[config.mk]
export PLATFORM = sky130hd
export DESIGN_NAME = fuse_prog_engine
export DESIGN_NICKNAME = d
export VERILOG_FILES = /design/src/rtl/fpe_pkg.sv /design/src/rtl/fpe_phase_timer.sv /design/src/rtl/fpe_bit_shifter.sv /design/src/rtl/fuse_prog_engine.sv
export SDC_FILE = /design/constraint.sdc
export NUM_CORES = 1
export LEC_CHECK = 0
export BUFFER_PORTS_ARGS = -buffer_cell sky130_fd_sc_hd__buf_2
export CORE_MARGIN = 2
export CORE_UTILIZATION = 48
export DETAILED_ROUTE_END_ITERATION = 7
export GPL_TIMING_DRIVEN = 0
export PLACE_DENSITY = 0.78
export SYNTH_ARGS = -nofsm -noshare
export SYNTH_HDL_FRONTEND = slang
export SYNTH_SLANG_ARGS = --single-unit
[constraint.sdc]
create_clock -name clk -period 2.2 [get_ports clk]
set_clock_uncertainty 0.1 [all_clocks]
set_input_delay 0 -clock clk [delete_from_list [all_inputs] [get_ports clk]]
set_output_delay 0 -clock clk [all_outputs]
set_load 0.005 [all_outputs]
[src/rtl/fpe_pkg.sv]
package fpe_pkg;
  localparam int TIM_W = 22;
  localparam int CNT_W = 12;

  typedef enum logic [3:0] {
    ST_IDLE, ST_RSET, ST_RSTB, ST_RHOLD, ST_BIT,
    ST_PSET, ST_PSTB, ST_PHOLD, ST_DONE
  } fpe_state_e;

  // read width at the top, relax in the middle, program width at the bottom
  typedef struct packed {
    logic [5:0]  rd_w;
    logic [3:0]  relax;
    logic [11:0] pg_w;
  } fpe_timing_t;

  function automatic logic [CNT_W-1:0] pad_len(input logic [3:0] relax);
    return CNT_W'(relax) + CNT_W'(1);
  endfunction

  function automatic logic [CNT_W-1:0] strobe_len(input logic [CNT_W-1:0] w);
    return (w == '0) ? CNT_W'(1) : w;
  endfunction
endpackage

[src/rtl/fpe_phase_timer.sv]
module fpe_phase_timer #(
  parameter int W = 12
) (
  input  logic         clk,
  input  logic         rst_n,
  input  logic         load,
  input  logic [W-1:0] load_val,
  output logic         last
);
  logic [W-1:0] cnt_q;

  always_ff @(posedge clk or negedge rst_n) begin
    if (!rst_n)              cnt_q <= '0;
    else if (load)           cnt_q <= load_val;
    else if (cnt_q != '0)    cnt_q <= cnt_q - W'(1);
  end

  assign last = (cnt_q == W'(1));
endmodule

[src/rtl/fpe_bit_shifter.sv]
module fpe_bit_shifter #(
  parameter int W = 32,
  localparam int IW = $clog2(W)
) (
  input  logic          clk,
  input  logic          rst_n,
  input  logic          load,
  input  logic [W-1:0]  load_val,
  input  logic          clr_en,
  input  logic [W-1:0]  clr_mask,
  input  logic          shift,
  output logic          lsb,
  output logic          at_last,
  output logic [IW-1:0] idx
);
  logic [W-1:0] data_q;

  always_ff @(posedge clk or negedge rst_n) begin
    if (!rst_n) begin
      data_q <= '0;
      idx    <= '0;
    end else if (load) begin
      data_q <= load_val;
      idx    <= '0;
    end else if (clr_en) begin
      data_q <= data_q & ~clr_mask;
    end else if (shift) begin
      data_q <= {1'b0, data_q[W-1:1]};
      idx    <= idx + IW'(1);
    end
  end

  assign lsb     = data_q[0];
  assign at_last = (idx == IW'(W-1));
endmodule

[src/rtl/fuse_prog_engine.sv]
module fuse_prog_engine
  import fpe_pkg::*;
#(
  parameter int ADDR_W      = 6,
  parameter int DATA_W      = 32,
  parameter int POST_CYCLES = 500
) (
  input  logic                      clk,
  input  logic                      rst_n,
  input  logic                      req_valid,
  output logic                      req_ready,
  input  logic                      req_reload,
  input  logic [ADDR_W-1:0]         req_addr,
  input  logic [DATA_W-1:0]         req_data,
  input  logic [TIM_W-1:0]          timing_cfg,
  output logic                      busy,
  output logic                      done,
  output logic                      reload_busy,
  output logic [ADDR_W-1:0]         fuse_addr,
  output logic [$clog2(DATA_W)-1:0] fuse_bit,
  output logic                      prog_strobe,
  output logic                      read_strobe,
  input  logic [DATA_W-1:0]         fuse_rdata,
  output logic                      shadow_we,
  output logic [ADDR_W-1:0]         shadow_addr,
  output logic [DATA_W-1:0]         shadow_data
);
  localparam int POST_W = $clog2(POST_CYCLES + 1);

  fpe_state_e          state_q, state_d;
  logic                op_reload_q;
  logic [ADDR_W-1:0]   addr_q;
  fpe_timing_t         tim_q, tim_in;
  logic [POST_W-1:0]   post_q;

  logic                accept, tmr_load, tmr_last, addr_inc;
  logic [CNT_W-1:0]    tmr_val, relax_len, rd_len, pg_len;
  logic                sh_lsb, sh_last, sh_shift, sh_mask;

  assign tim_in    = fpe_timing_t'(timing_cfg);
  assign req_ready = (state_q == ST_IDLE) && (post_q == '0);
  assign accept    = req_valid && req_ready;

  assign relax_len = pad_len(tim_q.relax);
  assign rd_len    = strobe_len(CNT_W'(tim_q.rd_w));
  assign pg_len    = strobe_len(tim_q.pg_w);

  fpe_phase_timer #(.W(CNT_W)) u_timer (
    .clk(clk), .rst_n(rst_n), .load(tmr_load), .load_val(tmr_val), .last(tmr_last)
  );

  fpe_bit_shifter #(.W(DATA_W)) u_shift (
    .clk(clk), .rst_n(rst_n),
    .load(accept), .load_val(req_data),
    .clr_en(sh_mask), .clr_mask(fuse_rdata),
    .shift(sh_shift),
    .lsb(sh_lsb), .at_last(sh_last), .idx(fuse_bit)
  );

  always_comb begin
    state_d  = state_q;
    tmr_load = 1'b0;
    tmr_val  = '0;
    sh_shift = 1'b0;
    sh_mask  = 1'b0;
    addr_inc = 1'b0;
    unique case (state_q)
      ST_IDLE: if (accept) begin
        state_d = ST_RSET; tmr_load = 1'b1; tmr_val = pad_len(tim_in.relax);
      end
      ST_RSET: if (tmr_last) begin
        state_d = ST_RSTB; tmr_load = 1'b1; tmr_val = rd_len;
      end
      ST_RSTB: if (tmr_last) begin
        state_d = ST_RHOLD; tmr_load = 1'b1; tmr_val = relax_len;
        sh_mask = !op_reload_q;
      end
      ST_RHOLD: if (tmr_last) begin
        if (!op_reload_q)          state_d = ST_BIT;
        else if (addr_q == '1)     state_d = ST_DONE;
        else begin
          state_d = ST_RSET; addr_inc = 1'b1;
          tmr_load = 1'b1; tmr_val = relax_len;
        end
      end
      ST_BIT: begin
        if (sh_lsb) begin
          state_d = ST_PSET; tmr_load = 1'b1; tmr_val = relax_len;
        end else if (sh_last) state_d = ST_DONE;
        else sh_shift = 1'b1;
      end
      ST_PSET: if (tmr_last) begin
        state_d = ST_PSTB; tmr_load = 1'b1; tmr_val = pg_len;
      end
      ST_PSTB: if (tmr_last) begin
        state_d = ST_PHOLD; tmr_load = 1'b1; tmr_val = relax_len;
      end
      ST_PHOLD: if (tmr_last) begin
        if (sh_last) state_d = ST_DONE;
        else begin
          state_d = ST_BIT; sh_shift = 1'b1;
        end
      end
      ST_DONE: state_d = ST_IDLE;
      default: state_d = ST_IDLE;
    endcase
  end

  always_ff @(posedge clk or negedge rst_n) begin
    if (!rst_n) begin
      state_q     <= ST_IDLE;
      op_reload_q <= 1'b0;
      addr_q      <= '0;
      tim_q       <= '0;
      post_q      <= '0;
    end else begin
      state_q <= state_d;
      if (accept) begin
        op_reload_q <= req_reload;
        addr_q      <= req_reload ? '0 : req_addr;
        tim_q       <= tim_in;
      end else if (addr_inc) begin
        addr_q <= addr_q + ADDR_W'(1);
      end
      if (state_q == ST_DONE)
        post_q <= op_reload_q ? '0 : POST_W'(POST_CYCLES);
      else if (state_q == ST_IDLE && post_q != '0)
        post_q <= post_q - POST_W'(1);
    end
  end

  assign busy        = (state_q != ST_IDLE) && (state_q != ST_DONE);
  assign done        = (state_q == ST_DONE);
  assign reload_busy = busy && op_reload_q;
  assign fuse_addr   = addr_q;
  assign prog_strobe = (state_q == ST_PSTB);
  assign read_strobe = (state_q == ST_RSTB);
  assign shadow_we   = read_strobe && tmr_last && op_reload_q;
  assign shadow_addr = addr_q;
  assign shadow_data = fuse_rdata;
endmodule

Yosys cells after proc, flatten, opt, wreduce, memory -nomap -nowiden
Cells that the tools add are included.
Word-level totals
  register bits after elaboration: 91
  word-level logic and storage cells: 115
  output and inout port bits: 56
  input bits: 96
Cells by class
  bitwise operators: 2
  reductions and logical operators: 24
  equal/unequal tests: 21
  mux-type cells: 52
  $add $sub $neg: 6
Operators by type and width (number)
  $mux W32: 3
  $pmux W12 S6: 1
  $mux W12: 4
  $mux W4: 12
  $mux W5: 9
  $and A32 B32 Y32: 1
  $not A32 Y32: 1
  $pmux W4 S8: 1
  $mux W6: 5
  $mux W9: 3
  $eq A4 B3 Y1 const B: 4
  $eq A12 B1 Y1 const B: 1
  $logic_not A12 Y1: 1
  $mux W1: 12
  $ne A2 B2 Y1 const B: 6
  $reduce_bool A12 Y1: 1
  $sub A12 B1 Y12 const B: 1
  $add A4 B1 Y5 const B: 2
  $logic_not A9 Y1: 1
  $reduce_bool A9 Y1: 1
  $sub A9 B1 Y9 const B: 1
  $eq A4 B2 Y1 const B: 2
  $reduce_and A8 Y1: 1
  $reduce_bool A2 Y1: 4
  other kinds (20): 27

Logic depth before layout (Yosys ltp)
  depth in word-level cells: 7
  mapped depth: 10
  mapped depth without buffers: 8

By module
A second synthesis with hierarchy kept.
Second synthesis, totals
  cell total of the unflattened synthesis: 668
  area total of the unflattened synthesis: 5709.2 um2
Modules (own cells, without submodules)
  fuse_prog_engine: cells an instance 354, area each 3014.1 um2, sequential area each 1051.0 um2, instances 1
  fpe_bit_shifter: cells an instance 236, area each 1953.1 um2, sequential area each 925.9 um2, instances 1
  fpe_phase_timer: cells an instance 78, area each 742.0 um2, sequential area each 300.3 um2, instances 1

Least setup slack after synthesis
No wires, ideal clock.
  path type: register to register
  from: register u_shift.idx[0]
  to: register u_shift.data_q[27]
  arrival: 2097 ps
  period minus slack after synthesis: 2317 ps
  setup time: 121 ps
  path buffers: 1
  data required time: 1979 ps
  cell stages (with the launch flop): 9
  path slack: -117 ps
  cells stage by stage: dfrtp_1 ha_1 and3_1 ha_1 nor3b_1 nand2_1 clkbuf_1 o22ai_1 nor2_1
On the way
  cells in the longest elaborated chain, start to end: 5
  elaborated cells between the ends (all ways): 6
  classes of those cells: eq/ne: 1; mux: 4; reduce/logical: 1
RTL lines
  start: declaration: RTL line fpe_bit_shifter.sv:14  | output logic [IW-1:0] idx
  start signal: assignment: RTL line fpe_bit_shifter.sv:29  | idx <= idx + IW'(1);
  $eq A5 B5 Y1 *: RTL line fpe_bit_shifter.sv:34  | assign at_last = (idx == IW'(W-1));
  $mux W1 *: RTL line fuse_prog_engine.sv:89, fuse_prog_engine.sv:99
  $mux W1, on equally long branches: RTL line fuse_prog_engine.sv:98, fuse_prog_engine.sv:87
  $pmux W1 S2 *: RTL line fuse_prog_engine.sv:67  | unique case (state_q)
  $reduce_bool A3 Y1 (no line) *
  end signal: assignment: RTL line fpe_bit_shifter.sv:23  | data_q <= load_val;
  end signal: assignment: RTL line fpe_bit_shifter.sv:26  | data_q <= data_q & ~clr_mask;
  end signal: assignment: RTL line fpe_bit_shifter.sv:28  | data_q <= {1'b0, data_q[W-1:1]};
  end: declaration: RTL line fpe_bit_shifter.sv:16  | logic [W-1:0] data_q;
Every way passes the cells marked *; elsewhere a longest branch is shown, timed or not.
A chain may end at the register's enable or synchronous reset.

Worst setup path in the final report
  from: register state_q[0]
  to: register post_q[5]
On the way
  cells in the longest elaborated chain, start to end: 3
  elaborated cells between the ends (all ways): 5
  classes of those cells: eq/ne: 1; mux: 1; reduce/logical: 3
RTL lines
  start: declaration: RTL line fuse_prog_engine.sv:30  | fpe_state_e state_q, state_d;
  start signal: assignment: RTL line fuse_prog_engine.sv:117  | state_q <= state_d;
  $logic_not A4 Y1: RTL line fuse_prog_engine.sv:127  | else if (state_q == ST_IDLE && post_q != '0)
  $logic_and A1 B1 Y1: RTL line fuse_prog_engine.sv:127
  $reduce_bool A2 Y1 (no line)
  end signal: assignment: RTL line fuse_prog_engine.sv:126  | post_q <= op_reload_q ? '0 : POST_W'(POST_CYCLES);
  end signal: assignment: RTL line fuse_prog_engine.sv:128  | post_q <= post_q - POST_W'(1);
  end: declaration: RTL line fuse_prog_engine.sv:34  | logic [POST_W-1:0] post_q;
Several ways; a longest one is shown, not always the timed one.

==> summary.txt <==
Hold path
  – Hold crit path type: primary input to async pin

Timing
  – Final WS setup: between 0.0007 and 0.0008 ns
  – Slew Viols, Final: 0
  – Slew margin rel.: 60.2%
  – Fin. Hold Viols: 0
  – Final setup vio count: 0
  – Slew @ Worst Pin: between 0.5 and 0.6 ns
  – RSZ-0062 raised after global routing: true
  – FMAX: between 0.4 and 0.5 GHz
  – Final Critical Period: around 2.2 ns
  – Period utilization: 100%

Global route
  – Initial antenna violation count: 0
  – Largest net degree at the start of global routing: 65
  – First-pass GRT wire length: 25600 microns
  – Total grt overflow: 0
  – Vias in the first global route: 5375
  – Total track usage: between 20% and 30%

Clock network
  – CTS root buffer: clkbuf_8
  – CTS max path bufs: 2
  – CTS tree: built
  – H-tree depth: 3
  – Worst skew pair latency: ~0.36 ns
  – Worst-path clk slew: 0.09 ns
  – Number of CTS-inserted buffers: 9
  – TritonCTS sink count: 91

Critical path
  – Crit-path max FO: 9
  – Worst-path cell chain: nor4_4, a21bo_2, or4_4, buf_6, o311ai_4, o211ai_1
  – CP max stage delay: 0.46 ns
  – CP required: between 2 and 2.5 ns
  – Buffers & Inverters on Critical Path: 1
  – CP max-delay cell: dfrtp_2
  – WP data arrival: 2.32 ns
  – Critical Path Sink Type: register
  – WS Path Type: register to register
  – Startpoint Class: register
  – Top cell family by delay on the critical path: simple AND/OR/NAND/NOR gates

Synthesis
  – List of most frequent post-synthesis cells: 91 x dfrtp_1, 48 x nor2_1, 40 x nand2_1
  – Sequential fraction of the synthesis area: 43.3%
  – Synthesized net count: ~660
  – Ys flop type: dfrtp_1
  – Largest area contributor in the netlist: dfrtp_1
  – Share of synthesized registers carrying an async set or reset: 100%
  – Post-synth EDFFs: 0
  – Count leader, synth: dfrtp_1
  – Mapped Cells: about 550
  – Distinct cells, synth: ~70
  – Synth area leaders: dfrtp_1 43%, buf_4 5.4%, mux2_2 4.9%
  – Mean post-synth cell area: ~9.5 sq um
  – Cell Area, Synth: about 5300 sq um
  – Ys Warns: 0
  – Seq cells post-synth: 91
  – Top-area cell type share of the netlist area: 43.3%

Pwr
  – Max VDD drop: about 0.00052 V
  – PD cells: between 1000 and 1500 nW/um^2
  – Cell leakage power: ~3.6 nW

Finish
  – Area delta synth->final: 49.0%
  – Post-layout util: between 70% and 80%
  – Ant diodes: 0
  – Layout cells sized above 1: between 30% and 40%
  – NumNets Final: 932

Die
  – Core Area: 10700 sq um
  – Die Ht: around 110 microns
  – I/O pins: around 150
  – Die X: between 100 and 150 microns
  – Rows: 38
  – Die Footprint: between 10000 and 15000 sq um
  – Initial core utilization: about 50%

Drt
  – Via/cell ratio: 5.64
  – Vias: 5481
  – Post-DR wirelength/cell: 17.0 microns
  – First drt pass iteration count: 7
  – Violation count after the first detailed-route iteration: 423
  – Post-DRT Antenna Nets: 0
  – DR DRC count: 0
  – DRT Wirelength: 16500 microns

Placement
  – PortBufs: approximately 150
  – HPWL Detailed: ~10000 microns
  – Final GP Congestion: roughly 0.9
  – Placement Setup Slack: -0.576 ns

Status
  – Outcome: completed

Run
  – Max_cap viols: 0
==> final cells by class <==
class | count | area [sq um]
Multi-Input combinational cell | 379 | 2750
Fill cell | 722 | 2910
Buffer | 60 | 448
Timing Repair Buffer | 270 | 1920
Sequential cell | 91 | 2290
Clock buffer | 15 | 176
Clock inverter | 1 | 30.0
Tap cell | 140 | 175
Inverter | 15 | 56.3
==> power breakdown <==
group / internal [mW] / switching [mW]
clock network: 0.621 / 0.558
logic: 1.77 / 1.59
registers: 2.47 / 0.856
==> state kept, by name, summed over array words and instances (netlist names) <==
| signal | flops |
|---|---|
| state_q | 4 |
| u_shift.idx | 5 |
| op_reload_q | 1 |
| post_q | 9 |
| u_shift.data_q | 32 |
| tim_q | 22 |
| fuse_addr | 6 |
| u_timer.cnt_q | 12 |
==> layer usage <==
layer  global-route usage [%]  vias to the layer above  routed length (microns)
li1                         -                     2524                        -
met3                     4.72                       50                     1210
met2                     49.4                      274                     8280
met5                        0                        -                        0
met1                     32.9                     2633                     6520
met4                     10.8                        0                      456
==> metrics by stage <==
step | hold slack [ns] | total power [mW] | instance area [sq um] | setup TNS (ns) | instances
2_1_floorplan | -0.396 | 5.03 | 5260 | 0 | 551
3_3_place_gp | 0.133 | 5.77 | 6190 | -24.11 | 842
3_5_place_dp | -0.152 | 5.93 | 6220 | -29.62 | 843
4_1_cts | 0.00281 | 7.56 | 7650 | -0.00291 | 963
5_1_grt | 0.0187 | 8.36 | 7840 | -0.323 | 971
6_report | 0.00195 | 7.86 | 7840 | 0 | 971
==> cells in the final DEF (no fill, tap or decap), drive strengths merged, types with 8 or more instances in the layout <==
cell | Yosys | routed
clkbuf | 13 | 22
nor4 | 12 | 12
buf | 53 | 232
dlygate4sd3 | 0 | 91
o21ai | 22 | 22
nor2 | 48 | 48
nand3 | 21 | 21
xor2 | 9 | 9
inv | 15 | 15
o211ai | 8 | 8
dfrtp | 91 | 91
a21oi | 36 | 36
mux2 | 23 | 23
nand2b | 8 | 8
o22ai | 27 | 27
nand2 | 40 | 40
nor3 | 13 | 13
xnor2 | 14 | 14
ha | 10 | 10
==> path summary, 6_finish.rpt <==
check | start | endpoint | slack (ns) | depth (start not counted)
max | state_q[0] | post_q[5] | 0.0008 | 6
min | rst_n | u_shift.data_q[6] | 0.002 | 2
max reg2reg | state_q[0] | post_q[5] | 0.0008 | 6
min reg2reg | tim_q[16] | tim_q[16] | 0.42 | 1
max in group asynchronous | rst_n | u_timer.cnt_q[0] | 1.34 | 3
min in group clk | fuse_rdata[10] | u_shift.data_q[10] | 0.03 | 3
==> timing repair <==
item                                    CTS  global route
pin swaps                                10            14
endpoints found under the setup margin   82            86
hold endpoints to repair                155             0
gates resized for setup                  49            41
hold buffers                             91             0
buffers inserted                         17            10
==> cell families (layout without fill, tap and decap cells) <==
kind of cell,Yosys count,count (layout),share of synthesized area (%)
DFF,91,91,43.3
and+or+nand+nor,180,180,18.2
AOI/OAI and AO/OA,136,136,17.1
buffers and inverters,81,361,8.95
muxes,30,30,6.26
xor gates and xnor gates,23,23,3.83
adders and majority gates,10,10,2.38
(Power assumes the default switching activity.)
